`config.mk`:
```
export PLATFORM = sky130hd
export DESIGN_NAME = shiftrot_unit
export DESIGN_NICKNAME = d
export VERILOG_FILES = /design/src/rtl/shiftrot_pkg.sv /design/src/rtl/shiftrot_ctrl.sv /design/src/rtl/shiftrot_mirror.sv /design/src/rtl/shiftrot_rstage.sv /design/src/rtl/shiftrot_datapath.sv /design/src/rtl/shiftrot_unit.sv
export SDC_FILE = /design/constraint.sdc
export NUM_CORES = 1
export LEC_CHECK = 0
export ABC_AREA = 1
export ABC_CLOCK_PERIOD_IN_PS = 1270
export BUFFER_PORTS_ARGS = -buffer_cell sky130_fd_sc_hd__buf_2
export CORE_MARGIN = 2
export CORE_UTILIZATION = 29
export DETAILED_ROUTE_END_ITERATION = 8
export SYNTH_ARGS = -nofsm -noshare
export SYNTH_HDL_FRONTEND = slang
export SYNTH_SLANG_ARGS = --single-unit
```
`constraint.sdc`:
```
create_clock -name vclk -period 1.27
set_clock_uncertainty 0.1 [all_clocks]
set_input_delay 0.127 -clock vclk [all_inputs]
set_output_delay 0.127 -clock vclk [all_outputs]
set_load 0.01 [all_outputs]
```
`src/rtl/shiftrot_pkg.sv`:
```
package shiftrot_pkg;

  localparam int OP_W = 3;

  typedef enum logic [OP_W-1:0] {
    OP_SHL_LOG = 3'd0,
    OP_SHR_LOG = 3'd1,
    OP_SHL_ARI = 3'd2,
    OP_SHR_ARI = 3'd3,
    OP_ROT_L   = 3'd4,
    OP_ROT_R   = 3'd5,
    OP_PASS_A  = 3'd6,
    OP_PASS_B  = 3'd7
  } opcode_e;

  // Source of the bits entering the vacated positions of the right shifter.
  typedef enum logic [1:0] {
    FILL_ZERO = 2'd0,
    FILL_EDGE = 2'd1,
    FILL_WRAP = 2'd2
  } fill_e;

  // Strobes from the decoder to the datapath.
  typedef struct packed {
    logic  mirror;  // bit-reverse on the way in and out: left-hand operations
    fill_e fill;
    logic  bypass;  // forward the operand untouched
  } ctrl_t;

endpackage

```
`src/rtl/shiftrot_ctrl.sv`:
```
module shiftrot_ctrl
  import shiftrot_pkg::*;
(
  input  logic [OP_W-1:0] opCode,
  output ctrl_t           ctrl
);

  always_comb begin
    ctrl = '{mirror: 1'b0, fill: FILL_ZERO, bypass: 1'b0};
    case (opcode_e'(opCode))
      OP_SHL_LOG: ctrl = '{mirror: 1'b1, fill: FILL_ZERO, bypass: 1'b0};
      OP_SHR_LOG: ctrl = '{mirror: 1'b0, fill: FILL_ZERO, bypass: 1'b0};
      OP_SHL_ARI: ctrl = '{mirror: 1'b1, fill: FILL_EDGE, bypass: 1'b0};
      OP_SHR_ARI: ctrl = '{mirror: 1'b0, fill: FILL_EDGE, bypass: 1'b0};
      OP_ROT_L:   ctrl = '{mirror: 1'b1, fill: FILL_WRAP, bypass: 1'b0};
      OP_ROT_R:   ctrl = '{mirror: 1'b0, fill: FILL_WRAP, bypass: 1'b0};
      default:    ctrl = '{mirror: 1'b0, fill: FILL_ZERO, bypass: 1'b1};
    endcase
  end

endmodule

```
`src/rtl/shiftrot_mirror.sv`:
```
module shiftrot_mirror #(
  parameter int WIDTH = 8
) (
  input  logic             en,
  input  logic [WIDTH-1:0] din,
  output logic [WIDTH-1:0] dout
);

  logic [WIDTH-1:0] flipped;

  for (genvar i = 0; i < WIDTH; i++) begin : g_rev
    assign flipped[i] = din[WIDTH-1-i];
  end

  assign dout = en ? flipped : din;

endmodule

```
`src/rtl/shiftrot_rstage.sv`:
```
module shiftrot_rstage
  import shiftrot_pkg::*;
#(
  parameter int WIDTH = 8,
  parameter int DIST  = 1
) (
  input  logic             en,
  input  fill_e            fill,
  input  logic             edgeBit,
  input  logic [WIDTH-1:0] din,
  output logic [WIDTH-1:0] dout
);

  logic             fillBit;
  logic [WIDTH-1:0] shifted;

  assign fillBit = (fill == FILL_EDGE) ? edgeBit : 1'b0;

  always_comb begin
    if (fill == FILL_WRAP) shifted = {din[DIST-1:0], din[WIDTH-1:DIST]};
    else                   shifted = {{DIST{fillBit}}, din[WIDTH-1:DIST]};
  end

  assign dout = en ? shifted : din;

endmodule

```
`src/rtl/shiftrot_datapath.sv`:
```
module shiftrot_datapath
  import shiftrot_pkg::*;
#(
  parameter int WIDTH = 8,
  parameter int AMT_W = $clog2(WIDTH)
) (
  input  ctrl_t            ctrl,
  input  logic [WIDTH-1:0] operand,
  input  logic [AMT_W-1:0] shiftAmt,
  output logic [WIDTH-1:0] result
);

  logic [WIDTH-1:0] stageBus [AMT_W+1];
  logic [WIDTH-1:0] unmirrored;
  logic             edgeBit;

  shiftrot_mirror #(.WIDTH(WIDTH)) u_mirror_in (
    .en   (ctrl.mirror),
    .din  (operand),
    .dout (stageBus[0])
  );

  // Edge bit of the word entering the shifter: bit 7 for a right shift,
  // original bit 0 once the word has been mirrored for a left shift.
  assign edgeBit = stageBus[0][WIDTH-1];

  for (genvar k = 0; k < AMT_W; k++) begin : g_stage
    shiftrot_rstage #(.WIDTH(WIDTH), .DIST(1 << k)) u_stage (
      .en      (shiftAmt[k]),
      .fill    (ctrl.fill),
      .edgeBit (edgeBit),
      .din     (stageBus[k]),
      .dout    (stageBus[k+1])
    );
  end

  shiftrot_mirror #(.WIDTH(WIDTH)) u_mirror_out (
    .en   (ctrl.mirror),
    .din  (stageBus[AMT_W]),
    .dout (unmirrored)
  );

  assign result = ctrl.bypass ? operand : unmirrored;

endmodule

```
`src/rtl/shiftrot_unit.sv`:
```
module shiftrot_unit
  import shiftrot_pkg::*;
#(
  parameter int  WIDTH = 8,
  localparam int AMT_W = $clog2(WIDTH)
) (
  input  logic [WIDTH-1:0] operand,
  input  logic [OP_W-1:0]  opCode,
  input  logic [AMT_W-1:0] shiftAmt,
  output logic [WIDTH-1:0] result
);

  ctrl_t ctrl;

  shiftrot_ctrl u_ctrl (
    .opCode (opCode),
    .ctrl   (ctrl)
  );

  shiftrot_datapath #(.WIDTH(WIDTH), .AMT_W(AMT_W)) u_dp (
    .ctrl     (ctrl),
    .operand  (operand),
    .shiftAmt (shiftAmt),
    .result   (result)
  );

endmodule

```
==> results.tsv, run 1 <==
metric	value	unit
outcome	finished with violations	
violations	setup timing	
min_period	1.535	ns
max_slew_margin	0.7956	
fp.dieW	52.72	microns
routedLengthMet1	1.085	mm
seq_cells	0	
finalHoldViolCount	0	
fmax	0.6513	GHz
firstDrtPassIters	4	
peakVddDrop	0.0002168	V
regArea	0	sq um
routed.top_layer	met4	
overflow	0	
cp_common_cell	nand3_1	
dpl_cell_area	894.6	sq um
cap_violations	0	
core	0.002233	sq mm
pre_cts_ws	-0.2708	ns
wire_per_inst	12.00	microns
initial_core_util	0.3081	
die_area	0.002779	sq mm
die_h	52.72	microns
seq_area_frac_synth	0	
syn_inst	152	
grt_util_all_layers	0.1800	
synthesis.nets	166	
grt_max_degree	11	
portBuffers	22	
routed_wl	2.567	mm
period_share	1.209	
fillCellCount	233	
grt_pass1_vias	964	
wl_met3	181	microns
crit_type	in2out	
rsz0062_at_grt	true	
holdCritPathClass	in2out	
area_growth	60.73	%
route.detailed.drc	0	
worstPathMaxFanout	4	
post-route-util	0.4952	
n_antenna_cell	0	
pin_count	22	
drive_above_1_share	0.3978	
crit_path_top_delay_cell	buf_2	
synth.distinct_cells	11	
leakagePower	0.6409	nW
synth_area	688.2	sq um
hpwlAfterDp	1.866	mm
finalSetupViolations	8	
grt_pass1_wl	3.898	mm
antenna_found_initial	0	
rows	17	
design_area	0.001106	sq mm
arrival	1.31	ns
p_total	0.4667	mW
critPathMaxStageDelay	0.14	ns
setup_slack	-0.2653	ns
clkbuf_count	0	
vias	1103	
avgSynthCellArea	4.527	sq um
tightest_slew	0.3062	ns
yosysWarnings	0	
gp_congestion	0.9178	
wl_met2	1.265	mm
slew_violations	0	
cp_cell_sequence	buf_8 > nand2_4 > buf_6 > buf_12 > nand3_1 > nand3_2 > nand3_1 > nand3_1 > nand2_2 > nand3_1 > nand3_1 > buf_2	
nets	202	
drtIter0Drc	36	
start_kind	input port	
crit_required	1.04	ns
powerDensity	422.0	mW/mm^2
multi_input_area	723.2	sq um
cp-end-kind	primary output	
postRouteAntennaNets	0	
routed_via_density	5.154	
-- Yosys cell counts --
cell | count | share of area
nand2_1 | 57 | 0.31
inv_2 | 2 | 0.011
nand3b_1 | 1 | 0.011
nand2_2 | 1 | 0.0091
inv_1 | 17 | 0.093
buf_2 | 2 | 0.015
buf_4 | 1 | 0.011
buf_6 | 1 | 0.016
nor2_1 | 2 | 0.011
nand3_1 | 67 | 0.49
nand3_4 | 1 | 0.025
-- repair_timing --
item,in CTS,in global routing
pin swaps,12,7
hold buffers,0,0
setup endpoints to repair,8,8
setup buffers,4,0
resized for setup,17,25
-- critical path: cells and delay by family --
family | cells | cell delay, ns
buffers and inverters | 4 | 0.45
AND/OR/NAND/NOR | 8 | 0.71
-- cell usage in the layout, fill, tap and decap left out --
cell type | synthesis | layout
nand2_1 | 57 | 47
nand3_2 | 0 | 20
nand2_4 | 0 | 2
nand3_4 | 1 | 1
inv_2 | 2 | 4
buf_12 | 0 | 1
buf_6 | 1 | 5
buf_2 | 2 | 19
buf_8 | 0 | 1
buf_4 | 1 | 12
nand3b_1 | 1 | 1
nand2_2 | 1 | 9
nor2_1 | 2 | 2
nand3_1 | 67 | 47
inv_1 | 17 | 15
-- stage by stage --
stage / hold WS [ns] / cells / setup TNS (ns)
final: 0.4600 / 214 / -1.943
after global routing: 0.4981 / 214 / -2.690
after CTS: 0.4803 / 214 / -1.888
after detailed placement: 0.4777 / 210 / -2.110
after global placement: 0.4774 / 210 / -2.066
after floorplan: 0.2989 / 152 / 0
-- worst paths after layout --
path	from	to	slack [ns]	depth (start not counted)
max	opCode[1]	result[6]	-0.27	12
min	operand[7]	result[7]	0.46	4
-- power breakdown --
group	total, mW	internal [mW]	switching, mW
clock	0	0	0
sequential	0	0	0
combinational	0.467	0.193	0.274
total	0.467	0.193	0.274
-- per-layer routing --
layer | global-route usage | up-vias
li1 | - | 573
met1 | 0.2374 | 481
met2 | 0.3188 | 45
met3 | 0.008571 | 4
met4 | 0.03846 | 0
met5 | 0 | -
-- area by class of cell --
cell class / count / area share
inverter: 19 / 0.06448
tap: 28 / 0.03167
timing repair buffer: 38 / 0.2500
multi-input combinational: 129 / 0.6538
-- cell families (layout without fill, tap and decap cells) --
| family | after synthesis | count (layout) | synth area share |
|---|---|---|---|
| and+or+nand+nor | 129 | 129 | 0.8546 |
| buffers and inverters | 23 | 57 | 0.1455 |
(Power assumes the default switching activity.)
==> run 2: changes to the inputs <==
--- a/config.mk
+++ b/config.mk
@@ -5,12 +5,12 @@
 export SDC_FILE = /design/constraint.sdc
 export NUM_CORES = 1
 export LEC_CHECK = 0
-export ABC_AREA = 1
 export ABC_CLOCK_PERIOD_IN_PS = 1270
 export BUFFER_PORTS_ARGS = -buffer_cell sky130_fd_sc_hd__buf_2
 export CORE_MARGIN = 2
 export CORE_UTILIZATION = 29
 export DETAILED_ROUTE_END_ITERATION = 8
+export REMOVE_ABC_BUFFERS = 1
 export SYNTH_ARGS = -nofsm -noshare
 export SYNTH_HDL_FRONTEND = slang
 export SYNTH_SLANG_ARGS = --single-unit
==> run 2 against run 1 <==
The run still ends with setup timing left. Area after synthesis grew 31%. Final area grew 20%. Via count grew 6.6%. First-iteration DRC count grew 120%. Sequential share of layout area is the same. Critical path type unchanged. Largest cell class unchanged. Highest routed layer unchanged.
==> results.tsv, run 2 <==
metric	value	unit
outcome	finished with violations	
violations	setup timing	
finalSetupViolations	8	
firstDrtPassIters	4	
grt_pass1_vias	1195	
grt_pass1_wl	5.582	mm
overflow	0	
fp.dieW	59.78	microns
n_antenna_cell	0	
setup_slack	-0.7601	ns
most-common-layout-cells	buf_4, buf_2, nand2_1	
die_h	59.78	microns
routed_wl	3.478	mm
routed_via_density	6.062	
finalNonFillerCells	194	
max_slew_margin	0.7688	
slew_violations	0	
peakVddDrop	0.0001363	V
synthTopCellsByArea	mux2i_1, mux4_1, o211ai_1	
route.detailed.drc	0	
seq_cells	0	
period_share	1.598	
crit_required	1.04	ns
avgSynthCellArea	8.055	sq um
grt_max_degree	12	
cp-end-kind	primary output	
synth_area	902.1	sq um
portBuffers	22	
tightest_slew	0.3456	ns
area_growth	46.88	%
layout_commonest_cell	buf_4	
core	0.003003	sq mm
fmax	0.4926	GHz
holdCritPathClass	in2out	
rsz0062_at_grt	true	
rows	20	
hpwlAfterDp	2.712	mm
start_kind	input port	
nets	177	
leakagePower	0.5822	nW
synth_most_common_cell	nand2_1	
clkbuf_count	0	
grt_util_all_layers	0.2041	
design_area	0.001325	sq mm
pin_count	22	
min_period	2.030	ns
path_delay_family	multiplexers	
initial_core_util	0.3004	
drive_above_1_share	0.5280	
gp_congestion	0.9898	
crit_buf_inv	2	
crit_type	in2out	
crit_path_top_delay_cell	mux4_2	
arrival	1.80	ns
yosysTopAreaCell	mux2i_1	
synth.distinct_cells	36	
regArea	0	sq um
vias	1176	
dpl_cell_area	0.001240	sq mm
cap_violations	0	
whs_endpoint	result[7]	
die_area	0.003573	sq mm
whs_path_depth	4	
synth_commonest_cells	nand2_1, mux2i_1, o211ai_1	
yosysWarnings	0	
drtIter0Drc	80	
wire_per_inst	17.93	microns
critPathMaxStageDelay	0.56	ns
seq_area_frac_synth	0	
cp_cell_sequence	buf_8 > a21oi_4 > mux4_2 > mux4_2 > nand2_1 > o211ai_1 > buf_2	
dp.cells	193	
syn_inst	112	
holdCritStartpoint	operand[7]	
synth_top_area_share	0.1331	
antenna_found_initial	0	
worstPathMaxFanout	4	
postRouteAntennaNets	0	
cp_common_cell	mux4_2	
powerDensity	439.0	mW/mm^2
finalHoldViolCount	0	
==> run 2: cell types whose count changed after synthesis, moves of 4 or more <==
cell	delta
nand2_1	-42
nand3_1	-63
a21oi_1	+5
mux2_2	+6
buf_6	+4
o211ai_1	+9
mux2i_1	+12
o21ai_0	+5
inv_1	-15
nand2b_1	+4
nand4_1	+6
mux4_1	+4
a22oi_1	+4
==> run 2: what timing repair did <==
action                                  CTS  global route
resized for setup                        19             7
hold buffers                              0             0
pin swaps                                 5             0
endpoints found under the setup margin    8             8
buffers inserted                          0             1
==> run 2: kinds of logic after synthesis <==
logic type | count (synthesis) | synth area share
and+or+nand+nor | 42 | 0.2497
AOI/OAI and AO/OA | 32 | 0.2455
muxes | 25 | 0.3994
buffers and inverters | 13 | 0.1054
==> run 2: final cells by class <==
class              count  area (sq um)
multi-input cells     99         854.6
repair buffers        59         417.9
well taps             33         41.29
fillers              305          1678
inverters              3         11.26
==> run 2: where the power goes <==
part | switching, mW | total (mW) | internal [mW]
clock network | 0 | 0 | 0
registers | 0 | 0 | 0
logic | 0.291 | 0.582 | 0.291
total | 0.291 | 0.582 | 0.291
==> run 2: per-layer routing <==
metal / GRT usage / wire (microns) / vias to the layer above
met2: 0.3727 / 1705 / 74
met3: 0.01299 / 253 / 14
met5: 0 / 0 / -
li1: - / - / 539
met1: 0.2526 / 1389 / 549
met4: 0.06349 / 131 / 0
==> run 2: stage by stage <==
| step | setup WS, ns | power, mW | utilization | setup TNS, ns | hold slack (ns) |
|---|---|---|---|---|---|
| 5_1_grt | -0.8306 | 0.6230 | 0.4413 | -6.449 | 0.6334 |
| 2_1_floorplan | -0.7347 | 0.2583 | - | -4.891 | 0.3054 |
| 3_5_place_dp | -0.9361 | 0.5159 | 0.4129 | -7.081 | 0.5781 |
| 4_1_cts | -0.7301 | 0.5485 | 0.4288 | -5.600 | 0.5855 |
| 6_report | -0.7601 | 0.5817 | 0.4413 | -5.893 | 0.5927 |
| 3_3_place_gp | -0.8574 | 0.5039 | 0.4129 | -6.589 | 0.5695 |
==> run 2: worst max path at each step <==
stage	end	slack [ns]	cells after the start	from
5_1_grt	result[4]	-0.83	7	opCode[1]
6_report	result[0]	-0.76	7	opCode[1]
4_1_cts	result[0]	-0.73	7	opCode[1]
2_1_floorplan	result[7]	-0.73	5	opCode[1]
3_5_place_dp	result[6]	-0.94	8	opCode[2]
3_3_place_gp	result[7]	-0.86	7	opCode[2]
